==> config.mk <==
export PLATFORM = sky130hd
export DESIGN_NAME = prot_regbank
export DESIGN_NICKNAME = d
export VERILOG_FILES = /design/src/rtl/prot_regbank_pkg.sv /design/src/rtl/pr_addr_decode.sv /design/src/rtl/pr_xfer_seq.sv /design/src/rtl/prot_regbank.sv
export SDC_FILE = /design/constraint.sdc
export NUM_CORES = 2
export LEC_CHECK = 0
export CORE_MARGIN = 8
export CORE_UTILIZATION = 58
export DETAILED_ROUTE_END_ITERATION = 8
export HOLD_SLACK_MARGIN = 0.06
export PLACE_DENSITY = 0.79
export SLEW_MARGIN = 10
export SYNTH_ARGS = -nofsm -noshare
export SYNTH_HDL_FRONTEND = slang
export SYNTH_SLANG_ARGS = --single-unit
==> constraint.sdc <==
create_clock -name clk -period 15.1 [get_ports clk]
set_input_delay 3.775 -clock clk [delete_from_list [all_inputs] [get_ports clk]]
set_output_delay 3.775 -clock clk [all_outputs]
set_load 0.01 [all_outputs]
==> src/rtl/prot_regbank_pkg.sv <==
// Shared constants, kinds and command helpers for the protection register bank.
// Assumes byte offsets of 13 bits, with bit 12 selecting the instruction group.
package prot_regbank_pkg;

    localparam int BUS_AW = 13;
    localparam int WORD_W = 32;

    // Page numbers in offset bits 11:8; the neighbouring decoder relies on them.
    localparam logic [3:0] PG_MISC  = 4'd0;
    localparam logic [3:0] PG_DADDR = 4'd1;
    localparam logic [3:0] PG_DATTR = 4'd2;
    localparam logic [3:0] PG_TCMD  = 4'd3;
    localparam logic [3:0] PG_TDATA = 4'd4;

    localparam logic [WORD_W-1:0] UNDEF_MASK   = 32'hFA7C_B801;
    localparam logic [WORD_W-1:0] INPLACE_MASK = 32'h0000_47F8;
    localparam int CMD_ARRAY_BIT = 2;
    localparam int CMD_WRITE_BIT = 1;

    typedef enum logic [3:0] {
        K_NONE, K_BASE, K_FILL, K_CTRL, K_FSTAT, K_FADDR,
        K_DADDR, K_DATTR, K_TCMD, K_TDATA
    } reg_kind_e;

    typedef enum logic [1:0] {
        XS_IDLE, XS_BEAT0, XS_BEAT1, XS_TAIL
    } xfer_state_e;

    // Scatter command fields into an SRAM byte address and OR in the base.
    function automatic logic [WORD_W-1:0] form_line_addr(
        input logic [WORD_W-1:0] cmd, input logic [WORD_W-1:0] base);
        logic [WORD_W-1:0] scat;
        scat         = '0;
        scat[11]     = cmd[26];
        scat[21]     = cmd[24];
        scat[15]     = cmd[23];
        scat[13:12]  = cmd[17:16];
        return base | scat | (cmd & INPLACE_MASK);
    endfunction

    // A command is servable when it selects the data array and no undefined bit.
    function automatic logic cmd_legal(input logic [WORD_W-1:0] cmd);
        return cmd[CMD_ARRAY_BIT] && ((cmd & UNDEF_MASK) == '0);
    endfunction

endpackage

==> src/rtl/pr_addr_decode.sv <==
// Decodes a bus byte offset into register kind, group and word index.
// Assumes the caller rejects anything reported with hit low.
module pr_addr_decode
    import prot_regbank_pkg::*;
#(
    parameter int NDESC = 16,
    localparam int IW = (NDESC > 1) ? $clog2(NDESC) : 1
) (
    input  logic [BUS_AW-1:0] addr,
    output logic              hit,
    output logic              side,
    output reg_kind_e         kind,
    output logic [IW-1:0]     dsc_idx,
    output logic              word_sel
);
    localparam logic [6:0] NDESC_L = 7'(NDESC);

    logic [5:0] widx;

    // Pick the register kind from page and word index.
    always_comb begin
        widx     = addr[7:2];
        side     = addr[12];
        dsc_idx  = widx[IW-1:0];
        word_sel = widx[0];
        kind     = K_NONE;
        if (addr[1:0] == 2'b00) begin
            case (addr[11:8])
                PG_MISC: begin
                    case (widx)
                        6'd0:    kind = side ? K_FILL : K_BASE;
                        6'd1:    kind = K_CTRL;
                        6'd2:    kind = K_FSTAT;
                        6'd3:    kind = K_FADDR;
                        default: kind = K_NONE;
                    endcase
                end
                PG_DADDR: if ({1'b0, widx} < NDESC_L) kind = K_DADDR;
                PG_DATTR: if ({1'b0, widx} < NDESC_L) kind = K_DATTR;
                PG_TCMD:  if (widx == 6'd0) kind = K_TCMD;
                PG_TDATA: if (widx < 6'd2) kind = K_TDATA;
                default:  kind = K_NONE;
            endcase
        end
        hit = (kind != K_NONE);
    end

endmodule

==> src/rtl/pr_xfer_seq.sv <==
// Two-beat sequencer moving 64 bits between the test data words and SRAM.
// Assumes read data arrives one cycle after a read beat and line_addr is
// held stable while busy.
module pr_xfer_seq
    import prot_regbank_pkg::*;
(
    input  logic              clk,
    input  logic              rst_n,
    input  logic              start,
    input  logic              dir_wr_in,
    input  logic [WORD_W-1:0] line_addr,
    input  logic [WORD_W-1:0] word_lo,
    input  logic [WORD_W-1:0] word_hi,
    output logic              busy,
    output logic              sram_en,
    output logic              sram_we,
    output logic [WORD_W-1:0] sram_addr,
    output logic [WORD_W-1:0] sram_wdata,
    output logic              cap_lo,
    output logic              cap_hi
);
    xfer_state_e st_q;
    logic        dir_q;

    // Advance through the beats; reads take one extra cycle to collect data.
    always_ff @(posedge clk) begin
        if (!rst_n) begin
            st_q  <= XS_IDLE;
            dir_q <= 1'b0;
        end else begin
            case (st_q)
                XS_IDLE: if (start) begin
                    st_q  <= XS_BEAT0;
                    dir_q <= dir_wr_in;
                end
                XS_BEAT0: st_q <= XS_BEAT1;
                XS_BEAT1: st_q <= dir_q ? XS_IDLE : XS_TAIL;
                default:  st_q <= XS_IDLE;
            endcase
        end
    end

    // Drive the SRAM beat and capture strobes from the state.
    always_comb begin
        busy       = (st_q != XS_IDLE);
        sram_en    = (st_q == XS_BEAT0) || (st_q == XS_BEAT1);
        sram_we    = sram_en && dir_q;
        sram_addr  = line_addr | {29'd0, (st_q == XS_BEAT1), 2'b00};
        sram_wdata = (st_q == XS_BEAT1) ? word_hi : word_lo;
        cap_lo     = (st_q == XS_BEAT1) && !dir_q;
        cap_hi     = (st_q == XS_TAIL);
    end

endmodule

==> src/rtl/prot_regbank.sv <==
// Register bank of a memory-protection unit, with data and instruction groups,
// a fault-logger input and an indirect SRAM test path.
// Assumes the bus master waits for busy to fall before further writes.
module prot_regbank
    import prot_regbank_pkg::*;
#(
    parameter int                NDESC    = 16,
    parameter logic [WORD_W-1:0] BASE_RST = 32'hFF80_0000,
    parameter logic [WORD_W-1:0] CTRL_RST = 32'h0000_0001
) (
    input  logic              clk,
    input  logic              rst_n,
    input  logic              bus_req,
    input  logic              bus_we,
    input  logic              bus_full,
    input  logic [BUS_AW-1:0] bus_addr,
    input  logic [WORD_W-1:0] bus_wdata,
    output logic [WORD_W-1:0] bus_rdata,
    output logic              bus_err,
    output logic              busy,
    input  logic              flt_valid,
    input  logic              flt_inst,
    input  logic [WORD_W-1:0] flt_status,
    input  logic [WORD_W-1:0] flt_addr,
    output logic              sram_en,
    output logic              sram_we,
    output logic [WORD_W-1:0] sram_addr,
    output logic [WORD_W-1:0] sram_wdata,
    input  logic [WORD_W-1:0] sram_rdata
);
    localparam int IW = (NDESC > 1) ? $clog2(NDESC) : 1;

    logic              hit, side, word_sel;
    reg_kind_e         kind;
    logic [IW-1:0]     dsc_idx;

    logic [WORD_W-1:0] ctrl_q   [2];
    logic [WORD_W-1:0] fstat_q  [2];
    logic [WORD_W-1:0] faddr_q  [2];
    logic [WORD_W-1:0] daddr_q  [2][NDESC];
    logic [WORD_W-1:0] dattr_q  [2][NDESC];
    logic [WORD_W-1:0] tdata_q  [2][2];
    logic [WORD_W-1:0] dcmd_q;

    logic acc, wr_go, rd_go, reject, start, err_d;
    logic cap_lo, cap_hi;
    logic [WORD_W-1:0] rd_mux, line_addr;

    pr_addr_decode #(.NDESC(NDESC)) u_dec (
        .addr     (bus_addr),
        .hit      (hit),
        .side     (side),
        .kind     (kind),
        .dsc_idx  (dsc_idx),
        .word_sel (word_sel)
    );

    // Qualify the request: writes are held off while a transfer runs.
    always_comb begin
        acc    = bus_req && !(busy && bus_we);
        wr_go  = acc && bus_we && bus_full && hit;
        rd_go  = acc && !bus_we && bus_full && hit;
        reject = bus_we && (kind == K_TCMD) && (bus_wdata != '0)
                 && (side || !cmd_legal(bus_wdata));
        start  = wr_go && (kind == K_TCMD) && !side && (bus_wdata != '0)
                 && cmd_legal(bus_wdata);
        err_d  = acc && (!bus_full || !hit || reject);
        line_addr = form_line_addr(dcmd_q, BASE_RST);
    end

    pr_xfer_seq u_seq (
        .clk        (clk),
        .rst_n      (rst_n),
        .start      (start),
        .dir_wr_in  (bus_wdata[CMD_WRITE_BIT]),
        .line_addr  (line_addr),
        .word_lo    (tdata_q[0][0]),
        .word_hi    (tdata_q[0][1]),
        .busy       (busy),
        .sram_en    (sram_en),
        .sram_we    (sram_we),
        .sram_addr  (sram_addr),
        .sram_wdata (sram_wdata),
        .cap_lo     (cap_lo),
        .cap_hi     (cap_hi)
    );

    // Select the word a read returns.
    always_comb begin
        case (kind)
            K_BASE:  rd_mux = BASE_RST;
            K_CTRL:  rd_mux = ctrl_q[side];
            K_FSTAT: rd_mux = fstat_q[side];
            K_FADDR: rd_mux = faddr_q[side];
            K_DADDR: rd_mux = daddr_q[side][dsc_idx];
            K_DATTR: rd_mux = dattr_q[side][dsc_idx];
            K_TCMD:  rd_mux = side ? '0 : dcmd_q;
            K_TDATA: rd_mux = tdata_q[side][word_sel];
            default: rd_mux = '0;
        endcase
    end

    // Register the bus response one cycle after the request.
    always_ff @(posedge clk) begin
        if (!rst_n) begin
            bus_rdata <= '0;
            bus_err   <= 1'b0;
        end else begin
            bus_rdata <= rd_go ? rd_mux : '0;
            bus_err   <= err_d;
        end
    end

    // Update stored registers from the bus, the fault logger and the sequencer.
    always_ff @(posedge clk) begin
        if (!rst_n) begin
            dcmd_q <= '0;
            for (int s = 0; s < 2; s++) begin
                ctrl_q[s]     <= CTRL_RST;
                fstat_q[s]    <= '0;
                faddr_q[s]    <= '0;
                tdata_q[s][0] <= '0;
                tdata_q[s][1] <= '0;
                for (int i = 0; i < NDESC; i++) begin
                    daddr_q[s][i] <= '0;
                    dattr_q[s][i] <= '0;
                end
            end
        end else begin
            if (wr_go) begin
                case (kind)
                    K_CTRL:  ctrl_q[side]              <= bus_wdata;
                    K_DADDR: daddr_q[side][dsc_idx]    <= bus_wdata;
                    K_DATTR: dattr_q[side][dsc_idx]    <= bus_wdata;
                    K_TDATA: tdata_q[side][word_sel]   <= bus_wdata;
                    K_TCMD:  if (!side) dcmd_q         <= bus_wdata;
                    default: ;
                endcase
            end
            if (flt_valid) begin
                fstat_q[flt_inst] <= flt_status;
                faddr_q[flt_inst] <= flt_addr;
            end
            if (cap_lo) tdata_q[0][0] <= sram_rdata;
            if (cap_hi) tdata_q[0][1] <= sram_rdata;
        end
    end

endmodule

* After elaboration in Yosys (flattened, before gate mapping)
Memories as Yosys holds them, arrays and structs flattened. Index checks and enable logic that the tools add are counted.
Cells by class: $lt $le $gt $ge 6, equality and inequality tests 19, muxes and demuxes 73, bitwise logic cells 7, reduce and logical (&&, ||, !) cells 49
Operators by type and width (number):
- 2-to-1 mux 512 bit | 6
- OR reduction 512 bit | 2
- 2-to-1 mux 32 bit | 16
- binary-select mux 32 bit (select 4 bit) | 2
- one-hot mux 32 bit (8 select lines) | 1
- 2-to-1 mux 64 bit | 3
- demux 32 bit (select 4 bit) | 1
- OR reduction 32 bit | 3
- OR reduction 64 bit | 1
- demux 32 bit (select 1 bit) | 1
- logical NOT 32 bit | 1
- 2-to-1 mux 1 bit | 32
- bitwise OR 32 x 15 -> 32 bit | 1
- bitwise OR 32 x 3 -> 32 bit | 1
- nonzero test 32 bit | 1
- logical AND 1 bit | 21
- equality test 4 x 3 -> 1 bit (second input constant) | 5
- one-hot mux 4 bit (5 select lines) | 1
- one-hot mux 4 bit (4 select lines) | 1
- equality test 4 x 2 -> 1 bit (second input constant) | 3
- equality test 6 x 2 -> 1 bit (second input constant) | 2
- 2-to-1 mux 4 bit | 3
- equality test 4 x 1 -> 1 bit (second input constant) | 2
- equality test 4 bit (second input constant) | 2
- 26 further kinds | 42
Word-level totals: register bits 68, RAM bits 2368, input bits 148, output and inout bits 100, logic and storage cells 165, memories 6
Memories:
- daddr_q | words 2, bits a word 512, read ports 1, clocked after Yosys merged registers in 0, write ports 2, line prot_regbank.sv:40 | logic [WORD_W-1:0] daddr_q [2][NDESC];
- dattr_q | words 2, bits a word 512, read ports 1, clocked after Yosys merged registers in 0, write ports 2, line prot_regbank.sv:41 | logic [WORD_W-1:0] dattr_q [2][NDESC];
- tdata_q | words 2, bits a word 64, read ports 2, clocked after Yosys merged registers in 0, write ports 2, line prot_regbank.sv:42 | logic [WORD_W-1:0] tdata_q [2][2];
- ctrl_q | words 2, bits a word 32, read ports 1, clocked after Yosys merged registers in 0, write ports 2, line prot_regbank.sv:37 | logic [WORD_W-1:0] ctrl_q [2];
- faddr_q | words 2, bits a word 32, read ports 1, clocked after Yosys merged registers in 0, write ports 2, line prot_regbank.sv:39 | logic [WORD_W-1:0] faddr_q [2];
- fstat_q | words 2, bits a word 32, read ports 1, clocked after Yosys merged registers in 0, write ports 2, line prot_regbank.sv:38 | logic [WORD_W-1:0] fstat_q [2];

* Depth between registers and ports, before layout
depth after elaboration 13, mapped depth 12, depth with buffers taken out 8

* Modules after synthesis
From an unflattened synthesis, not the netlist that was laid out.
Second synthesis, totals: cells, all modules 6909, area, all modules 105304.7 sq um
By module, submodules not included:
- prot_regbank | instances 1, cells an instance 6785, area an instance 104233.7 sq um, seq. area each 72409.4 sq um
- pr_xfer_seq | instances 1, cells an instance 93, area an instance 872.1 sq um, seq. area each 60.1 sq um
- pr_addr_decode | instances 1, cells an instance 31, area an instance 198.9 sq um, seq. area each 0.0 sq um

* Worst setup path before layout
Ideal clock, no wire load.
path kind input-to-reg, start point input rst_n, end point memory faddr_q[0][0] (enable), setup time 574 ps, arrival time 8631 ps, data required time 14526 ps, setup slack 5895 ps, stages on the path 3, path buffers 1, cell sequence clkbuf_1 > nand2_1 > o21ai_0
RTL lines:
- start: declaration | line prot_regbank.sv:12 | input logic rst_n,
- end: declaration | line prot_regbank.sv:39

==> summary.md <==
| Metric | Value |
|---|---|
| Worst Max-Slew Pin Slew | 1.47 ns |
| Cell breakdown of the critical path | clkdlybuf4s50_1 -> inv_1 -> nor4_2 -> o2111a_2 -> buf_4 -> nand2_2 -> nor3_4 -> nand2b_2 |
| Die span in x | around 440 um |
| First-iteration detailed-routing DRC count | 10695 |
| Most frequent cells in the layout | edfxtp_1, and2_1, mux4_2, nand2_1, clkbuf_16 |
| # setup viols final | 0 |
| Vias in the first global route | 62917 |
| Power per standard cell area | roughly 120 mW/mm^2 |
| P_sw | 0.00316 W |
| Hold Path Class | flip-flop to flip-flop |
| Setup TNS | 0 ns |
| Wire per inst | 36.1 um |
| Min Tclk post-route | 8.85 ns |
| Skew final | 0.0391 ns |
| Main synth FF type | edfxtp_1 |
| Multi-input gate area | between 0.03 and 0.04 mm^2 |
| Pre-Repair DR Iteration Count | 9 |
| First-pass GRT wire length | 462 mm |
| Met2 usage | 49.2% |
| Vias | 63686 |
| Crit path largest cell delay | 1.22 ns |
| Post-Synthesis Cells | 6445 |
| Port Buffers | 230 |
| Die ar. | 0.196 mm^2 |
| Met1 Usage GRT | about two fifths |
| All-Layer GR Usage | 32.7% |
| Overflow after GRT | 0 |
| Final Cycle Share | 58.6% |
| Avg Cell Area, Syn | 16.4 um^2 |
| Post-CTS Setup Inserts | 0 |
| Root Buffer | clkbuf_16 |
| Register area share after synthesis | 68.6% |
| Slew headroom | under 10% |
| Row count | 156 |
| Final Hold Vio Count | 0 |
| R2r setup slk | 9.71 ns |
| Core area | 0.181 mm^2 |
| Largest net degree at the start of global routing | 113 |
| Clock sinks | 2436 |
| IO Count | about 250 |
| Fraction of layout instances using a drive strength above 1 | 19.2% |
| Comb pwr share | 6.6% |
| GRT Max-Usage Layer | met2 |
| Status | finished clean |
| DRC violations left | 0 |
| Mapped cell area | around 0.11 mm^2 |
| Area Overhead vs Synth | 11.3% |
| Hold_buf cts | 0 |
| CP Capture Type | flip-flop |
| Post-synth EDFFs | 2368 |
| DRT antenna net count | 0 |
| Unrepaired setup endpoints after global routing | false |
| Clk buf depth | 3 |
| Clock Latency Late Sink | 0.89 ns |
| CTS tree | yes |
| Post-synth cell types | between 80 and 90 |
| DP Wirelength | 190 mm |
| Crit Path Max Fanout | 41 |
| Synth Register Bits | 2436 |
| Commonest non-fill, non-tap cell in the layout | edfxtp_1 |
| Switching portion of total power | 22.5% |
| Routability congestion estimate | between 0.9 and 1 |
| Final slew viol count | 0 |
| CP required | 15.60 ns |
| Slowest CP cell | nor3_4 |
| H-tree levels | 4 |
| Hold slack | ~0.46 ns |
| P_leak | 42.4 nW |
| Nets | 6665 |
| Filler Cell Count | 11673 |
| Met3 Resource Use GR | 10.6% |
| DRT Wirelength | 328 mm |
| Int Power | 0.0109 W |
| Reg area | 0.0725 mm^2 |
| CTS buffer count | about 220 |
| Worst VDD drop | roughly 0.1 mV |
| Die Ht | 443 um |
| # resized after CTS | 0 |
| Max Cap Viol | 0 |
| Clk slew on worst S/H paths | 0.06 ns |
| Worst Setup Start Kind | input port |
| Worst Setup Path Type | input port to flip-flop |
| Fmax | roughly 110 MHz |
| CP arrival | 9.35 ns |
| Post-synthesis async set-or-reset flop share | 0% |
| Routed vias/inst | 7.00 |
| Flop pwr share | 54.2% |
| Initial antenna violation count | 21 |
| Synth warn | 0 |
| Clock share of power | 39.1% |
| Starting Density | between 50 and 60% |
final cells by class:
cell class	instances	share of cell area [%]
repair buffers	432	3.19
clock buffers	309	5.23
clock inverters	106	0.713
flip-flops and latches	2436	61.6
multi-input cells	3402	26.6
well taps	2370	2.52
diodes	22	0.0468
inverters	18	0.0639
kinds of logic (layout without fill, tap and decap cells):
logic type	count (synthesis)	count (layout)	synth area share, %
AND/OR/NAND/NOR	2166	2166	11.7
multiplexers	796	796	13.9
AO/OA/AOI/OAI	418	418	3.13
other	2	39	0.00711
XOR/XNOR	1	1	0.00829
buffers and inverters	622	865	2.63
adder cells (fa/ha/maj)	4	4	0.0474
flip-flops	2436	2436	68.6
synthesized netlist by cell type (17+ instances only):
master | instances | share of area (%)
nor2_1 | 104 | 0.37
nand3_1 | 80 | 0.38
edfxtp_1 | 2368 | 67
a32o_1 | 32 | 0.30
nor3_1 | 19 | 0.090
nand2b_1 | 34 | 0.20
a32oi_1 | 85 | 0.70
a21oi_1 | 44 | 0.21
buf_2 | 149 | 0.71
clkbuf_2 | 27 | 0.13
buf_4 | 46 | 0.33
nand2_1 | 428 | 1.5
mux4_2 | 534 | 11
a41oi_1 | 18 | 0.15
a21boi_0 | 33 | 0.23
nand4_1 | 21 | 0.12
and2_1 | 1319 | 7.8
a211oi_1 | 17 | 0.12
dfxtp_1 | 68 | 1.3
clkbuf_1 | 349 | 1.2
o21ai_0 | 39 | 0.18
nor4_1 | 46 | 0.27
mux2i_1 | 206 | 2.0
buf_1 | 26 | 0.092
and3_1 | 55 | 0.33
mux2_2 | 56 | 0.60
stage by stage:
stage | instances | util [%] | power (W) | setup WS, ns | area, um^2
after floorplan | 6460 | - | 0.00827 | 5.89 | 106000
after global placement | 8656 | 61.1 | 0.00865 | 5.57 | 111000
after detailed placement | 8657 | 61.1 | 0.00867 | 5.63 | 111000
after CTS | 9072 | 64.9 | 0.0140 | 6.52 | 118000
after global routing | 9074 | 64.9 | 0.0143 | 6.13 | 118000
final | 9095 | 65.0 | 0.0141 | 6.25 | 118000
sequential cells by signal, summed over array words and instances (netlist names), 2 cells and up:
register / count
dcmd_q: 32
daddr_q: 1024
bus_rdata: 32
fstat_q: 64
dattr_q: 1024
faddr_q: 64
tdata_q: 128
ctrl_q: 64
u_seq.st_q: 2
worst max-delay path, delay by kind of cell:
family,cells,cell delay [ns]
AO/OA/AOI/OAI,1,0.29
buffers and inverters,3,1.49
AND/OR/NAND/NOR,4,3.73
path summary, 6_finish.rpt:
path | to | from | depth (start not counted)
max reg2reg | dattr_q[0][413] | u_seq.st_q[0] | 9
max | dattr_q[0][413] | bus_addr[10] | 8
min reg2reg | dcmd_q[12] | dcmd_q[12] | 2
min | dcmd_q[12] | dcmd_q[12] | 2
power by group through the flow:
| stage | Sequential (W) | Combinational, W | Clock [W] |
|---|---|---|---|
| after floorplan | 0.00776 | 0.000510 | 0 |
| final | 0.00763 | 0.000931 | 0.00550 |
| after global placement | 0.00776 | 0.000889 | 0 |
| after global routing | 0.00764 | 0.000941 | 0.00572 |
| after CTS | 0.00763 | 0.000903 | 0.00549 |
| after detailed placement | 0.00777 | 0.000897 | 0 |
layer usage:
metal | wire (um) | share of wire (%)
met5 | 58 | 0.018
met4 | 25200 | 7.7
met3 | 51600 | 16
met2 | 146000 | 44
met1 | 106000 | 32
Note: power is estimated with default switching activity, not from simulation.
